$ cat src/rtl/hexld_pkg.sv
package hexld_pkg;
   localparam int HALF_W = 16;
   localparam int ADDR_W = 2 * HALF_W;
   localparam logic [7:0] MARK_CHAR = 8'h3A;
   localparam logic [7:0] REC_DATA  = 8'h00;
   localparam logic [7:0] REC_EOF   = 8'h01;
   localparam logic [7:0] REC_XLIN  = 8'h04;
   localparam logic [7:0] REC_START = 8'h05;

   typedef enum logic [2:0] {
      ST_HUNT, ST_LEN, ST_AHI, ST_ALO, ST_TYPE, ST_DATA, ST_CSUM
   } hexld_state_e;
endpackage

$ cat src/rtl/hexld_digit.sv
module hexld_digit #(
   parameter bit ACCEPT_LOWER = 1'b1
) (
   input  logic [7:0] ch,
   output logic       is_hex,
   output logic       is_mark,
   output logic [3:0] nib
);
   logic num_hit, up_hit, lo_hit;

   assign num_hit = (ch >= 8'h30) && (ch <= 8'h39);
   assign up_hit  = (ch >= 8'h41) && (ch <= 8'h46);

   generate
      if (ACCEPT_LOWER) begin : g_lower
         assign lo_hit = (ch >= 8'h61) && (ch <= 8'h66);
      end else begin : g_upper_only
         assign lo_hit = 1'b0;
      end
   endgenerate

   assign is_hex  = num_hit | up_hit | lo_hit;
   assign is_mark = (ch == hexld_pkg::MARK_CHAR);
   assign nib     = num_hit ? ch[3:0] : (ch[3:0] + 4'd9);
endmodule

$ cat src/rtl/hexld_bytepair.sv
module hexld_bytepair (
   input  logic       clk,
   input  logic       rst_n,
   input  logic       clr,
   input  logic       dig_stb,
   input  logic [3:0] nib,
   output logic       byte_stb,
   output logic [7:0] byte_val
);
   logic       second;
   logic [3:0] hi_q;

   always_ff @(posedge clk) begin
      if (!rst_n) begin
         second <= 1'b0;
         hi_q   <= '0;
      end else if (clr) begin
         second <= 1'b0;
      end else if (dig_stb) begin
         second <= ~second;
         if (!second) hi_q <= nib;
      end
   end

   assign byte_stb = dig_stb & second & ~clr;
   assign byte_val = {hi_q, nib};
endmodule

$ cat src/rtl/hexld_wrgen.sv
module hexld_wrgen #(
   parameter int HALF_W = 16,
   parameter int CNT_W  = 8
) (
   input  logic                  clk,
   input  logic                  rst_n,
   input  logic                  fire,
   input  logic [HALF_W-1:0]     upper,
   input  logic [HALF_W-1:0]     offs,
   input  logic [CNT_W-1:0]      idx,
   input  logic [7:0]            din,
   output logic                  wr_en,
   output logic [2*HALF_W-1:0]   wr_addr,
   output logic [7:0]            wr_data
);
   localparam int AW = 2 * HALF_W;
   logic [AW-1:0] target;

   assign target = {upper, {HALF_W{1'b0}}} + AW'(offs) + AW'(idx);

   always_ff @(posedge clk) begin
      if (!rst_n) begin
         wr_en   <= 1'b0;
         wr_addr <= '0;
         wr_data <= '0;
      end else begin
         wr_en <= fire;
         if (fire) begin
            wr_addr <= target;
            wr_data <= din;
         end
      end
   end
endmodule

$ cat src/rtl/hexld_loader.sv
module hexld_loader #(
   parameter bit          ACCEPT_LOWER = 1'b1,
   parameter int          CNT_W        = 8,
   parameter logic [31:0] ENTRY_RST    = 32'h0
) (
   input  logic        clk,
   input  logic        rst_n,
   input  logic        rx_valid,
   input  logic [7:0]  rx_char,
   output logic        wr_en,
   output logic [31:0] wr_addr,
   output logic [7:0]  wr_data,
   output logic        done,
   output logic [31:0] entry_addr,
   output logic        err_csum,
   output logic        err_fmt,
   output logic        err_type
);
   import hexld_pkg::*;

   generate
      if (CNT_W < 8) begin : g_bad_cnt
         $error("hexld_loader: CNT_W must cover an 8-bit length");
      end
   endgenerate

   hexld_state_e        state;
   logic [7:0]          len_q, rtype_q, sum_q;
   logic [HALF_W-1:0]   offs_q, upper_q;
   logic [CNT_W-1:0]    cnt_q;
   logic [31:0]         payload_q;

   logic       is_hex, is_mark, take, in_rec, dig_stb, clr, byte_stb, fire;
   logic [3:0] nib;
   logic [7:0] byte_val, final_sum;
   logic       csum_ok, len_ok, known;

   hexld_digit #(.ACCEPT_LOWER(ACCEPT_LOWER)) u_digit (
      .ch(rx_char), .is_hex(is_hex), .is_mark(is_mark), .nib(nib)
   );

   assign take    = rx_valid & ~done;
   assign in_rec  = (state != ST_HUNT);
   assign dig_stb = take & in_rec & is_hex;
   assign clr     = take & (is_mark | (in_rec & ~is_hex));

   hexld_bytepair u_pair (
      .clk(clk), .rst_n(rst_n), .clr(clr), .dig_stb(dig_stb), .nib(nib),
      .byte_stb(byte_stb), .byte_val(byte_val)
   );

   assign fire = byte_stb && (state == ST_DATA) && (rtype_q == REC_DATA);

   hexld_wrgen #(.HALF_W(HALF_W), .CNT_W(CNT_W)) u_wr (
      .clk(clk), .rst_n(rst_n), .fire(fire), .upper(upper_q), .offs(offs_q),
      .idx(cnt_q), .din(byte_val), .wr_en(wr_en), .wr_addr(wr_addr),
      .wr_data(wr_data)
   );

   assign final_sum = sum_q + byte_val;
   assign csum_ok   = (final_sum == 8'h00);

   always_comb begin
      known  = 1'b1;
      len_ok = 1'b1;
      unique case (rtype_q)
         REC_DATA:  len_ok = 1'b1;
         REC_EOF:   len_ok = (len_q == 8'd0);
         REC_XLIN:  len_ok = (len_q == 8'd2);
         REC_START: len_ok = (len_q == 8'd4);
         default:   known  = 1'b0;
      endcase
   end

   always_ff @(posedge clk) begin
      if (!rst_n) begin
         state      <= ST_HUNT;
         len_q      <= '0;
         rtype_q    <= '0;
         sum_q      <= '0;
         offs_q     <= '0;
         upper_q    <= '0;
         cnt_q      <= '0;
         payload_q  <= '0;
         done       <= 1'b0;
         entry_addr <= ENTRY_RST;
         err_csum   <= 1'b0;
         err_fmt    <= 1'b0;
         err_type   <= 1'b0;
      end else if (take) begin
         if (is_mark) begin
            if (in_rec) err_fmt <= 1'b1;
            state <= ST_LEN;
            sum_q <= '0;
         end else if (in_rec && !is_hex) begin
            err_fmt <= 1'b1;
            state   <= ST_HUNT;
         end else if (byte_stb) begin
            sum_q <= final_sum;
            unique case (state)
               ST_LEN: begin
                  len_q <= byte_val;
                  state <= ST_AHI;
               end
               ST_AHI: begin
                  offs_q[15:8] <= byte_val;
                  state        <= ST_ALO;
               end
               ST_ALO: begin
                  offs_q[7:0] <= byte_val;
                  state       <= ST_TYPE;
               end
               ST_TYPE: begin
                  rtype_q <= byte_val;
                  cnt_q   <= '0;
                  state   <= (len_q == 8'd0) ? ST_CSUM : ST_DATA;
               end
               ST_DATA: begin
                  payload_q <= {payload_q[23:0], byte_val};
                  cnt_q     <= cnt_q + 1'b1;
                  if (cnt_q + 1'b1 == CNT_W'(len_q)) state <= ST_CSUM;
               end
               ST_CSUM: begin
                  state <= ST_HUNT;
                  if (!csum_ok) err_csum <= 1'b1;
                  if (!known || !len_ok) err_type <= 1'b1;
                  if (csum_ok && known && len_ok) begin
                     if (rtype_q == REC_EOF)   done       <= 1'b1;
                     if (rtype_q == REC_XLIN)  upper_q    <= payload_q[15:0];
                     if (rtype_q == REC_START) entry_addr <= payload_q;
                  end
               end
               default: state <= ST_HUNT;
            endcase
         end
      end
   end
endmodule

$ cat config.mk
export PLATFORM = sky130hd
export DESIGN_NAME = hexld_loader
export DESIGN_NICKNAME = d
export VERILOG_FILES = /design/src/rtl/hexld_pkg.sv /design/src/rtl/hexld_digit.sv /design/src/rtl/hexld_bytepair.sv /design/src/rtl/hexld_wrgen.sv /design/src/rtl/hexld_loader.sv
export SDC_FILE = /design/constraint.sdc
export NUM_CORES = 1
export LEC_CHECK = 0
export BUFFER_PORTS_ARGS = -buffer_cell sky130_fd_sc_hd__buf_2
export CAP_MARGIN = 15
export CELL_PAD_IN_SITES_DETAIL_PLACEMENT = 0
export CELL_PAD_IN_SITES_GLOBAL_PLACEMENT = 2
export CORE_UTILIZATION = 38
export DETAILED_ROUTE_END_ITERATION = 10
export GPL_ROUTABILITY_DRIVEN = 0
export GPL_TIMING_DRIVEN = 0
export MAX_ROUTING_LAYER = met4
export PLACE_DENSITY_LB_ADDON = 0.1
export SLEW_MARGIN = 20
export SYNTH_ARGS = -nofsm -noshare
export SYNTH_HDL_FRONTEND = slang
export SYNTH_SLANG_ARGS = --single-unit
$ cat constraint.sdc
create_clock -name clk -period 9.35 [get_ports clk]
set_clock_uncertainty 0.15 [all_clocks]
set_input_delay 1.4025 -clock clk [delete_from_list [all_inputs] [get_ports clk]]
set_output_delay 1.4025 -clock clk [all_outputs]
set_load 0.02 [all_outputs]
==> reports/results.tsv <==
metric	value	unit
syn_area	8310	sq um
power.total	0.00154	W
fillerInstances	2178	
nets	1119	
final_cell_mix	nand2_1, dfxtp_1, buf_2	
cts_buffers	17	
htree_levels	4	
core	21200	sq um
cts_tree	built	
wl	24.7	mm
dp_slack	2.62	ns
ant_nets	0	
path_cells	buf_2 -> inv_1 -> ha_1 -> o21bai_1 -> a21boi_4 -> nor2b_1 -> xnor2_1 -> inv_1 -> ha_1 -> a211oi_1 -> o21ai_0 -> a221oi_1 -> xnor2_1 -> nand4_1 -> nor4_4 -> buf_4 -> mux2i_1	
synth_cells	980	
tns	0	ns
postCtsResizedCells	0	
startpoint_type	input pin	
vias	7078	
mostFrequentLayoutCell	nand2_1	
gr-total-overflow	0	
clock-sinks	181	
ys_ff_latch	181	
grt_max_degree	18	
post_drt_wl_per_cell	18.0	um
status	finished clean	
die_w	150	um
diodes	0	
path_class	in2reg	
power_leakage	3.49	nW
max_cap_viol_count	0	
finalMaxSlewViolations	0	
drt_first_pass_iters	5	
vias_per_cell	5.16	
period_share	66.8	%
cp.arrival	6.45	ns
die_height	150	um
synth_cell_types	66	
ys_warn_count	0	
clock_path_buffers	2	
dieArea	22500	sq um
worst_path_largest_cell_delay	0.77	ns
peakVddDrop	0.114	mV
synthArstFlopShare	0	%
cp_slowest_cell	xnor2_1	
yosysSeqAreaShare	43.6	%
crit_family	compound AO/OA/AOI/OAI gates	
period_needed	6.24	ns
max_freq	160	MHz
worst_slew_pin_slew	0.966	ns
cp.buffers_inverters	4	
syn_avg_cell_area	8.48	sq um
dpl_cell_area	9110	sq um
layout-drive-gt1-share	13.1	%
clk_pin_slew	0.07	ns
required	9.56	ns
hpwl	17.8	mm
grt_pass1_wl	38.8	mm
drt-initial-drc-count	396	
rows	53	
hold_viol_final	0	
holdBufCountCts	0	
cp-end-kind	flip-flop	
first_global_vias	6646	
setup_viol	0	
numPortBuffers	86	
clock-root-buffer	clkbuf_16	
grtUsageTotal	23.8	%
drc	0	
pin_count	88	
synth_nets	1014	
post_cts.repair.setup_buffers	0	
rsz0062_at_grt	no	
hp-class	reg2reg	
holdWs	0.298	ns
syn_to_final_growth	16.5	%
clock_latency	0.43	ns
max_slew_margin	35.1	%
synth_edf_count	0	
setup_slack	3.11	ns
ys.flop_type	dfxtp_1	
design_area	9690	sq um
start_util	39.2	%
antenna_found_initial	0	
cp_max_fo	10	
power_density	159	nW/um^2
==> registers in the layout (all words and copies together) (netlist names), 3 cells and up <==
name / flops
rtype_q: 8
sum_q: 8
upper_q: 16
cnt_q: 8
payload_q: 32
len_q: 8
state: 3
u_pair.hi_q: 4
u_wr.wr_data: 8
offs_q: 16
u_wr.wr_addr: 32
entry_addr: 32
==> where the power goes <==
part | switching (W) | internal, W
logic | 0.0000390 | 0.0000104
registers | 0.0000000402 | 0.000770
clock network | 0.000336 | 0.000385
total | 0.000375 | 0.00117
==> cells by family (layout without fill, tap and decap cells) <==
logic type	Yosys count	count (layout)	synth area share, %
and+or+nand+nor	396	396	21.8
AOI/OAI and AO/OA	182	182	13.8
DFF	181	181	43.6
buffers and inverters	81	199	3.85
muxes	68	68	8.23
xor gates and xnor gates	49	49	5.16
adders and majority gates	23	23	3.64
==> cell usage after synthesis, types with 2 or more instances <==
cell type | n | area (sq um)
a211o_1 | 2 | 17.5
a211oi_1 | 29 | 218
a21o_1 | 6 | 45.0
a21oi_1 | 80 | 400
a311oi_1 | 4 | 35.0
a31oi_1 | 3 | 18.8
and2_1 | 6 | 37.5
and3_1 | 12 | 75.1
and4_1 | 3 | 26.3
buf_2 | 7 | 35.0
buf_4 | 2 | 15.0
clkbuf_1 | 51 | 191
dfxtp_1 | 181 | 3620
fa_1 | 2 | 40.0
ha_1 | 21 | 263
inv_1 | 19 | 71.3
mux2_2 | 3 | 33.8
mux2i_1 | 65 | 651
nand2_1 | 208 | 781
nand2b_1 | 3 | 18.8
nand3_1 | 20 | 100
nand3b_1 | 3 | 22.5
nand4_1 | 6 | 37.5
nor2_1 | 77 | 289
nor2b_1 | 10 | 62.6
nor3_1 | 18 | 90.1
nor3_2 | 2 | 20.0
nor3b_1 | 2 | 15.0
nor4_1 | 7 | 43.8
nor4b_1 | 2 | 17.5
o211a_1 | 2 | 20.0
o211ai_1 | 2 | 15.0
o21a_1 | 9 | 67.6
o21ai_0 | 23 | 115
o21ai_1 | 4 | 20.0
o21bai_1 | 3 | 22.5
o22ai_1 | 2 | 12.5
o311a_1 | 2 | 20.0
or2_1 | 2 | 12.5
or3_1 | 4 | 25.0
xnor2_1 | 36 | 315
xor2_1 | 13 | 114
==> layer usage <==
layer  vias up  share of wire (%)  track usage (%)
met5         -                  0                -
met4         0                1.6             6.46
met3        20                3.4             3.35
met2       136                 43             34.7
met1      3351                 52             34.2
li1       3571                  -                -
==> final timing paths <==
kind | from | to | slack [ns] | cells after the start
max reg2reg | u_pair.hi_q[1] | upper_q[13] | 5.53 | 8
max | rx_char[0] | upper_q[13] | 3.11 | 17
min reg2reg | u_wr.wr_addr[4] | u_wr.wr_addr[4] | 0.30 | 2
min | u_wr.wr_addr[4] | u_wr.wr_addr[4] | 0.30 | 2
==> worst reg2reg max path, cell delays in order (launching register included) <==
cell	delay, ns
dfxtp_1	0.74
ha_1	0.42
and3_1	0.19
a211o_1	0.25
a311oi_1	0.34
nand4_1	0.37
nor4_4	0.74
buf_4	0.35
mux2i_1	0.20
==> final cells by class <==
class	instances	area (sq um)	share of cell area (%)
plain buffers	60	241	2.49
clock buffers	20	447	4.61
clock inverters	12	136	1.41
inverters	21	78.8	0.814
multi-input cells	718	4390	45.3
flip-flops and latches	181	3620	37.4
well taps	275	344	3.55
repair buffers	86	430	4.44
==> stage by stage <==
stage               std cells  utilization [%]
floorplan                 980                -
global placement         1341             42.8
detailed placement       1341             42.9
CTS                      1373             45.7
global route             1373             45.7
finish                   1373             45.7
(Power assumes the default switching activity.)
